==> src/rtl/dma_pkg.sv <==
package dma_pkg;
  localparam int ADDR_W    = 11;
  localparam int LEN_W     = 8;
  localparam int DATA_W    = 8;
  localparam int START_BIT = 0;
  localparam int SRC_LSB   = 2;
  localparam int DST_LSB   = SRC_LSB + ADDR_W;
  localparam int LEN_LSB   = DST_LSB + ADDR_W;
  localparam int REG_W     = LEN_LSB + LEN_W;

  typedef enum logic [1:0] {
    SEQ_IDLE = 2'd0,
    SEQ_RD   = 2'd1,
    SEQ_WAIT = 2'd2,
    SEQ_WR   = 2'd3
  } seq_state_e;

  // field order equals bit order of the control word above bit 1
  typedef struct packed {
    logic [LEN_W-1:0]  len;
    logic [ADDR_W-1:0] dst;
    logic [ADDR_W-1:0] src;
  } xfer_cfg_t;
endpackage

==> src/rtl/dma_ctrl_reg.sv <==
module dma_ctrl_reg
  import dma_pkg::*;
(
  input  logic             clk_i,
  input  logic             rst_ni,
  input  logic             we_i,
  input  logic [REG_W-1:0] wdata_i,
  input  logic             done_i,
  output logic             start_o,
  output xfer_cfg_t        cfg_o,
  output logic [REG_W-1:0] rdata_o
);
  xfer_cfg_t cfg_q;
  logic      start_q;

  always_ff @(posedge clk_i or negedge rst_ni) begin
    if (!rst_ni) begin
      cfg_q   <= '0;
      start_q <= 1'b0;
    end else if (start_q) begin
      if (done_i) start_q <= 1'b0;
    end else if (we_i) begin
      cfg_q   <= wdata_i[REG_W-1:SRC_LSB];
      start_q <= wdata_i[START_BIT];
    end
  end

  assign start_o = start_q;
  assign cfg_o   = cfg_q;
  assign rdata_o = {cfg_q, 1'b0, start_q};

  assert_busy_fields_R6: assert property (@(posedge clk_i) disable iff (!rst_ni)
    start_q |=> $stable(cfg_q));
  assert_done_when_busy_R4: assert property (@(posedge clk_i) disable iff (!rst_ni)
    done_i |-> start_q);
  assert_done_clears_R4: assert property (@(posedge clk_i) disable iff (!rst_ni)
    (start_q && done_i) |=> !start_q);
endmodule

==> src/rtl/dma_seq.sv <==
module dma_seq
  import dma_pkg::*;
(
  input  logic              clk_i,
  input  logic              rst_ni,
  input  logic              start_i,
  input  xfer_cfg_t         cfg_i,
  output logic              done_o,
  output logic              mem_rd_o,
  output logic [ADDR_W-1:0] mem_rd_addr_o,
  input  logic              mem_rd_valid_i,
  input  logic [DATA_W-1:0] mem_rd_data_i,
  output logic              mem_wr_o,
  output logic [ADDR_W-1:0] mem_wr_addr_o,
  output logic [DATA_W-1:0] mem_wr_data_o,
  input  logic              mem_wr_ready_i
);
  seq_state_e        state_q;
  logic [ADDR_W-1:0] src_q, dst_q;
  logic [LEN_W-1:0]  cnt_q;
  logic [DATA_W-1:0] data_q;
  logic              zero_len, last_beat;

  assign zero_len  = (state_q == SEQ_IDLE) && start_i && (cfg_i.len == '0);
  assign last_beat = (state_q == SEQ_WR) && mem_wr_ready_i && (cnt_q == LEN_W'(1));
  assign done_o    = zero_len || last_beat;

  always_ff @(posedge clk_i or negedge rst_ni) begin
    if (!rst_ni) begin
      state_q <= SEQ_IDLE;
      src_q   <= '0;
      dst_q   <= '0;
      cnt_q   <= '0;
      data_q  <= '0;
    end else begin
      unique case (state_q)
        SEQ_IDLE: if (start_i && cfg_i.len != '0) begin
          src_q   <= cfg_i.src;
          dst_q   <= cfg_i.dst;
          cnt_q   <= cfg_i.len;
          state_q <= SEQ_RD;
        end
        SEQ_RD:   state_q <= SEQ_WAIT;
        SEQ_WAIT: if (mem_rd_valid_i) begin
          data_q  <= mem_rd_data_i;
          state_q <= SEQ_WR;
        end
        SEQ_WR: if (mem_wr_ready_i) begin
          src_q   <= src_q + ADDR_W'(1);
          dst_q   <= dst_q + ADDR_W'(1);
          cnt_q   <= cnt_q - LEN_W'(1);
          state_q <= last_beat ? SEQ_IDLE : SEQ_RD;
        end
        default: state_q <= SEQ_IDLE;
      endcase
    end
  end

  assign mem_rd_o      = (state_q == SEQ_RD);
  assign mem_rd_addr_o = src_q;
  assign mem_wr_o      = (state_q == SEQ_WR);
  assign mem_wr_addr_o = dst_q;
  assign mem_wr_data_o = data_q;

  assert_rd_pulse_R7: assert property (@(posedge clk_i) disable iff (!rst_ni)
    mem_rd_o |=> !mem_rd_o);
  assert_wr_hold_R7: assert property (@(posedge clk_i) disable iff (!rst_ni)
    (mem_wr_o && !mem_wr_ready_i) |=>
      (mem_wr_o && $stable(mem_wr_addr_o) && $stable(mem_wr_data_o)));
  assert_no_overlap_R9: assert property (@(posedge clk_i) disable iff (!rst_ni)
    !(mem_rd_o && mem_wr_o));
  assert_addr_step_R8: assert property (@(posedge clk_i) disable iff (!rst_ni)
    (mem_wr_o && mem_wr_ready_i && !done_o) |=>
      (mem_rd_o && mem_rd_addr_o == ADDR_W'($past(mem_rd_addr_o) + ADDR_W'(1))));
  assert_zero_len_R5: assert property (@(posedge clk_i) disable iff (!rst_ni)
    zero_len |=> (state_q == SEQ_IDLE && !mem_rd_o && !mem_wr_o));
endmodule

==> src/rtl/memcpy_dma.sv <==
module memcpy_dma
  import dma_pkg::*;
(
  input  logic              clk_i,
  input  logic              rst_ni,
  input  logic              reg_we_i,
  input  logic [REG_W-1:0]  reg_wdata_i,
  output logic [REG_W-1:0]  reg_rdata_o,
  output logic              mem_rd_o,
  output logic [ADDR_W-1:0] mem_rd_addr_o,
  input  logic              mem_rd_valid_i,
  input  logic [DATA_W-1:0] mem_rd_data_i,
  output logic              mem_wr_o,
  output logic [ADDR_W-1:0] mem_wr_addr_o,
  output logic [DATA_W-1:0] mem_wr_data_o,
  input  logic              mem_wr_ready_i
);
  logic      start, done;
  xfer_cfg_t cfg;

  dma_ctrl_reg i_ctrl_reg (
    .clk_i   (clk_i),
    .rst_ni  (rst_ni),
    .we_i    (reg_we_i),
    .wdata_i (reg_wdata_i),
    .done_i  (done),
    .start_o (start),
    .cfg_o   (cfg),
    .rdata_o (reg_rdata_o)
  );

  dma_seq i_seq (
    .clk_i          (clk_i),
    .rst_ni         (rst_ni),
    .start_i        (start),
    .cfg_i          (cfg),
    .done_o         (done),
    .mem_rd_o       (mem_rd_o),
    .mem_rd_addr_o  (mem_rd_addr_o),
    .mem_rd_valid_i (mem_rd_valid_i),
    .mem_rd_data_i  (mem_rd_data_i),
    .mem_wr_o       (mem_wr_o),
    .mem_wr_addr_o  (mem_wr_addr_o),
    .mem_wr_data_o  (mem_wr_data_o),
    .mem_wr_ready_i (mem_wr_ready_i)
  );

  assert_reset_quiet_R1: assert property (@(posedge clk_i)
    !rst_ni |=> (reg_rdata_o == '0 && !mem_rd_o && !mem_wr_o));
endmodule

==> config.mk <==
export PLATFORM = sky130hd
export DESIGN_NAME = memcpy_dma
export DESIGN_NICKNAME = d
export VERILOG_FILES = /design/src/rtl/dma_pkg.sv /design/src/rtl/dma_ctrl_reg.sv /design/src/rtl/dma_seq.sv /design/src/rtl/memcpy_dma.sv
export SDC_FILE = /design/constraint.sdc
export NUM_CORES = 1
export LEC_CHECK = 0
export ABC_AREA = 0
export CAP_MARGIN = 20
export CORE_ASPECT_RATIO = 0.5
export CORE_MARGIN = 4
export CORE_UTILIZATION = 40
export CTS_CLUSTER_DIAMETER = 40
export DETAILED_ROUTE_END_ITERATION = 12
export GPL_TIMING_DRIVEN = 0
export PLACE_DENSITY = 0.69
export SLEW_MARGIN = 5
export SYNTH_ARGS = -nofsm -noshare
export SYNTH_HDL_FRONTEND = slang
export SYNTH_SLANG_ARGS = --single-unit
==> constraint.sdc <==
create_clock -name clk_i -period 2.7 [get_ports clk_i]
set_clock_uncertainty 0.15 [all_clocks]
set_input_delay 0.405 -clock clk_i [delete_from_list [all_inputs] [get_ports clk_i]]
set_output_delay 0.405 -clock clk_i [all_outputs]
set_load 0.03 [all_outputs]
==> flow_metrics.py <==
metrics = {
    "placed_design": {
        "dpl_cell_area_mm2": 0.00468,
        "pre_cts_ws_ns": 0.177,
        "port-buffer-count": 106,
        "post-place-cells": 553,
        "routabilityCongestion": 0.821,
        "dpl.hpwl_um": 6900,
    },
    "timing": {
        "fin_crit_sh_pct": 88.6,
        "period_minus_slack_ns": 2.39,
        "fmax_mhz": 418,
        "tightest_slew_ns": 0.659,
        "setup-violations-final": 0,
        "finalHoldViolations": 0,
        "slew_headroom_pct": 56.1,
        "slew_viol_final": 0,
        "rsz0062_at_grt": "no",
        "setup_ws_ns": 0.309,
        "fin_tns_setup_ns": 0,
    },
    "floorplanning": {
        "start_util_pct": 42.2,
        "die_x_um": 139,
        "dieArea_mm2": 0.0103,
        "fp.dieH_um": 73.7,
        "fp.coreArea_mm2": 0.00820,
        "num_rows": 23,
        "ios": 109,
    },
    "cells_and_area": {
        "final_common_cell": "clkdlybuf4s50_1",
        "n_antenna_cell": 0,
        "area_growth_syn_to_layout_pct": 44.0,
        "stdcell_count": 568,
        "drive_above_1_share_pct": 12.9,
        "final.fill_count": 705,
        "fin_nets": 507,
        "final_cell_mix": "clkdlybuf4s50_1 (105), dfrtp_1 (71), mux2_2 (38)",
        "finalInstanceArea_mm2": 0.00498,
    },
    "synthesis": {
        "ys_warn_count": 0,
        "yosysSeqAreaShare_pct": 51.4,
        "synthDistinctLibCells": 38,
        "synth_edf_count": 0,
        "synth_flop_cell": "dfrtp_1",
        "syn_avg_cell_area_um2": 10.4,
        "synthCells": 334,
        "synth_seq_cells": 71,
        "async_flop_share_pct": 100,
        "syn_nets": 388,
        "netlist_area_mm2": 0.00346,
    },
    "power": {
        "power.leakage_uw": 0.00200,
        "peakVddDrop_v": 0.000667,
        "combPwrFrac_pct": 57.1,
        "p_seq_share_pct": 28.2,
        "cellPowerDensity_mw_per_mm2": 1560,
        "p_int_uw": 4230,
        "swShare_pct": 45.5,
        "p_total_uw": 7760,
        "clkPwrFrac_pct": 14.7,
        "p_sw_uw": 3530,
    },
    "cts": {
        "worstSkewPairLatency_ns": 0.33,
        "clk_pin_slew_worst_paths_ns": 0.05,
        "htreeDepth": 3,
        "cts.path.max_buffers": 2,
        "cts_tree": "built",
        "cts_buffers": 9,
        "cts-root-buf": "clkbuf_16",
        "cts_setup_buffers": 0,
        "cts_sinks": 71,
    },
    "drt": {
        "drt_first_pass_iters": 4,
        "viasPerCell": 5.42,
        "initialDrtViolationCount": 278,
        "dr_total_vias": 3080,
        "wirelength_um": 9550,
        "ant_nets": 0,
        "wl_per_cell_um": 16.8,
        "drc_errors": 0,
    },
    "worst_setup_path": {
        "cp_slowest_cell": "dfrtp_1",
        "crit_path_end_kind": "flip-flop",
        "required_ns": 2.79,
        "r2r_slack_ns": 0.31,
        "crit_type": "flip-flop to flip-flop",
        "path_cells": "ha_1 -> clkinv_1 -> o2bb2ai_1 -> or3_1 -> buf_2 -> buf_4 -> o22ai_1 -> nor3_1",
        "cp_slowest_stage_delay_ns": 0.38,
        "crit_fanout": 10,
        "setup.worst_path.start_class": "flip-flop",
        "cp_data_arrival_time_ns": 2.48,
    },
    "hold_path": {
        "min_path_type": "flip-flop to flip-flop",
    },
    "grt": {
        "grt_pass1_vias": 3054,
        "grtUsageTotal_pct": 19.4,
        "gr-total-overflow": 0,
        "grt_max_degree": 57,
        "grt_pass1_wl_um": 15500,
        "grt_antenna_before_repair": 0,
    },
    "flow_run": {
        "maxCapViolations": 0,
    },
    "outcome": {
        "status": "finished, final reports clean",
    },
}
-- final timing paths --
kind | start | to | cells past startpoint
worst max-delay path | i_seq.state_q[1] | i_seq.mem_wr_addr_o[10] | 8
worst min register to register | i_ctrl_reg.cfg_o[15] | i_seq.mem_wr_addr_o[4] | 2
worst max register to register | i_seq.state_q[1] | i_seq.mem_wr_addr_o[10] | 8
worst min-delay path | i_ctrl_reg.cfg_o[15] | i_seq.mem_wr_addr_o[4] | 2
min in group asynchronous | rst_ni | i_ctrl_reg.cfg_o[13] | 2
max in group asynchronous | rst_ni | i_ctrl_reg.cfg_o[6] | 3
-- cells in the mapped netlist (2+ instances only) --
cell type | instances | share of area (%)
buf_2 | 3 | 0.43
mux2_2 | 38 | 12
nand4_1 | 4 | 0.72
a21oi_1 | 20 | 2.9
nand2_1 | 36 | 3.9
nor2_1 | 20 | 2.2
a211oi_1 | 4 | 0.87
nand3_1 | 22 | 3.2
nor2b_1 | 2 | 0.36
dfrtp_1 | 71 | 51
a22oi_1 | 3 | 0.65
buf_4 | 3 | 0.65
o21ai_0 | 18 | 2.6
nand4b_1 | 3 | 0.76
clkbuf_1 | 11 | 1.2
ha_1 | 9 | 3.3
inv_1 | 6 | 0.65
nor3b_1 | 3 | 0.65
nor4_1 | 3 | 0.54
nor3_1 | 16 | 2.3
a2bb2oi_1 | 7 | 1.8
and3_1 | 4 | 0.72
o211ai_1 | 2 | 0.43
o22ai_1 | 9 | 1.6
mux2i_1 | 4 | 1.2
-- routing by layer --
layer	vias to the layer above	GRT usage, %	share of wire (%)
li1	1453	-	-
met1	1513	26.3	45
met2	100	29.9	46
met3	14	5.59	7.4
met4	0	7.16	1.6
met5	-	0	0
-- timing repair --
item	in CTS	in global routing
endpoints found under the setup margin	0	6
hold buffers	1	0
endpoints found under the hold margin	15	0
gates resized for setup	0	1
-- stage by stage --
step / util [%] / hold WS (ns)
final: 60.7 / 0.350
after CTS: 60.6 / 0.323
after global placement: 56.8 / 0.337
after floorplan: - / -0.0406
after global routing: 60.7 / 0.369
after detailed placement: 57.1 / 0.137
-- flip-flops by register name, indices dropped and copies added, names as in the netlist --
signal and flops:
i_seq.mem_wr_data_o 8, i_seq.state_q 2, i_ctrl_reg.cfg_o 30, i_seq.cnt_q 8, i_ctrl_reg.start_o 1, i_seq.mem_rd_addr_o 11, i_seq.mem_wr_addr_o 11
-- area by class of cell --
type                    instances  area, um^2  share of cell area, %
flip-flops and latches         71        1780                   35.7
multi-input cells             238        1580                   31.7
plain buffers                  18        82.6                   1.66
clock buffers                  13         250                   5.03
inverters                       7        26.3                  0.528
repair buffers                108        1100                   22.0
clock inverters                 1        30.0                  0.603
well taps                     112         140                   2.81
-- cell families after synthesis --
| logic type | count (synthesis) | share of synthesized area [%] |
|---|---|---|
| AOI/OAI and AO/OA | 67 | 11.9 |
| other | 1 | 0.108 |
| and+or+nand+nor | 119 | 16.7 |
| DFF | 71 | 51.4 |
| muxes | 42 | 13.5 |
| buffers and inverters | 25 | 3.15 |
| adders and majority gates | 9 | 3.26 |
-- worst max-delay path: cells and delay by family, from the launching register on --
family	cells	cell delay, ns
AO/OA/AOI/OAI	2	0.45
adder cells (fa/ha/maj)	1	0.20
buffers and inverters	3	0.77
flip-flops	1	0.38
AND/OR/NAND/NOR	2	0.33
-- power groups by stage --
stage | clock, uW | combinational, uW | sequential, uW
after floorplan | 0 | 1880 | 3000
after global placement | 0 | 4360 | 2180
after detailed placement | 0 | 4420 | 2200
after CTS | 1170 | 4440 | 2190
after global routing | 1210 | 4790 | 2290
final | 1140 | 4430 | 2190
Power figures use the tool's default switching activity.
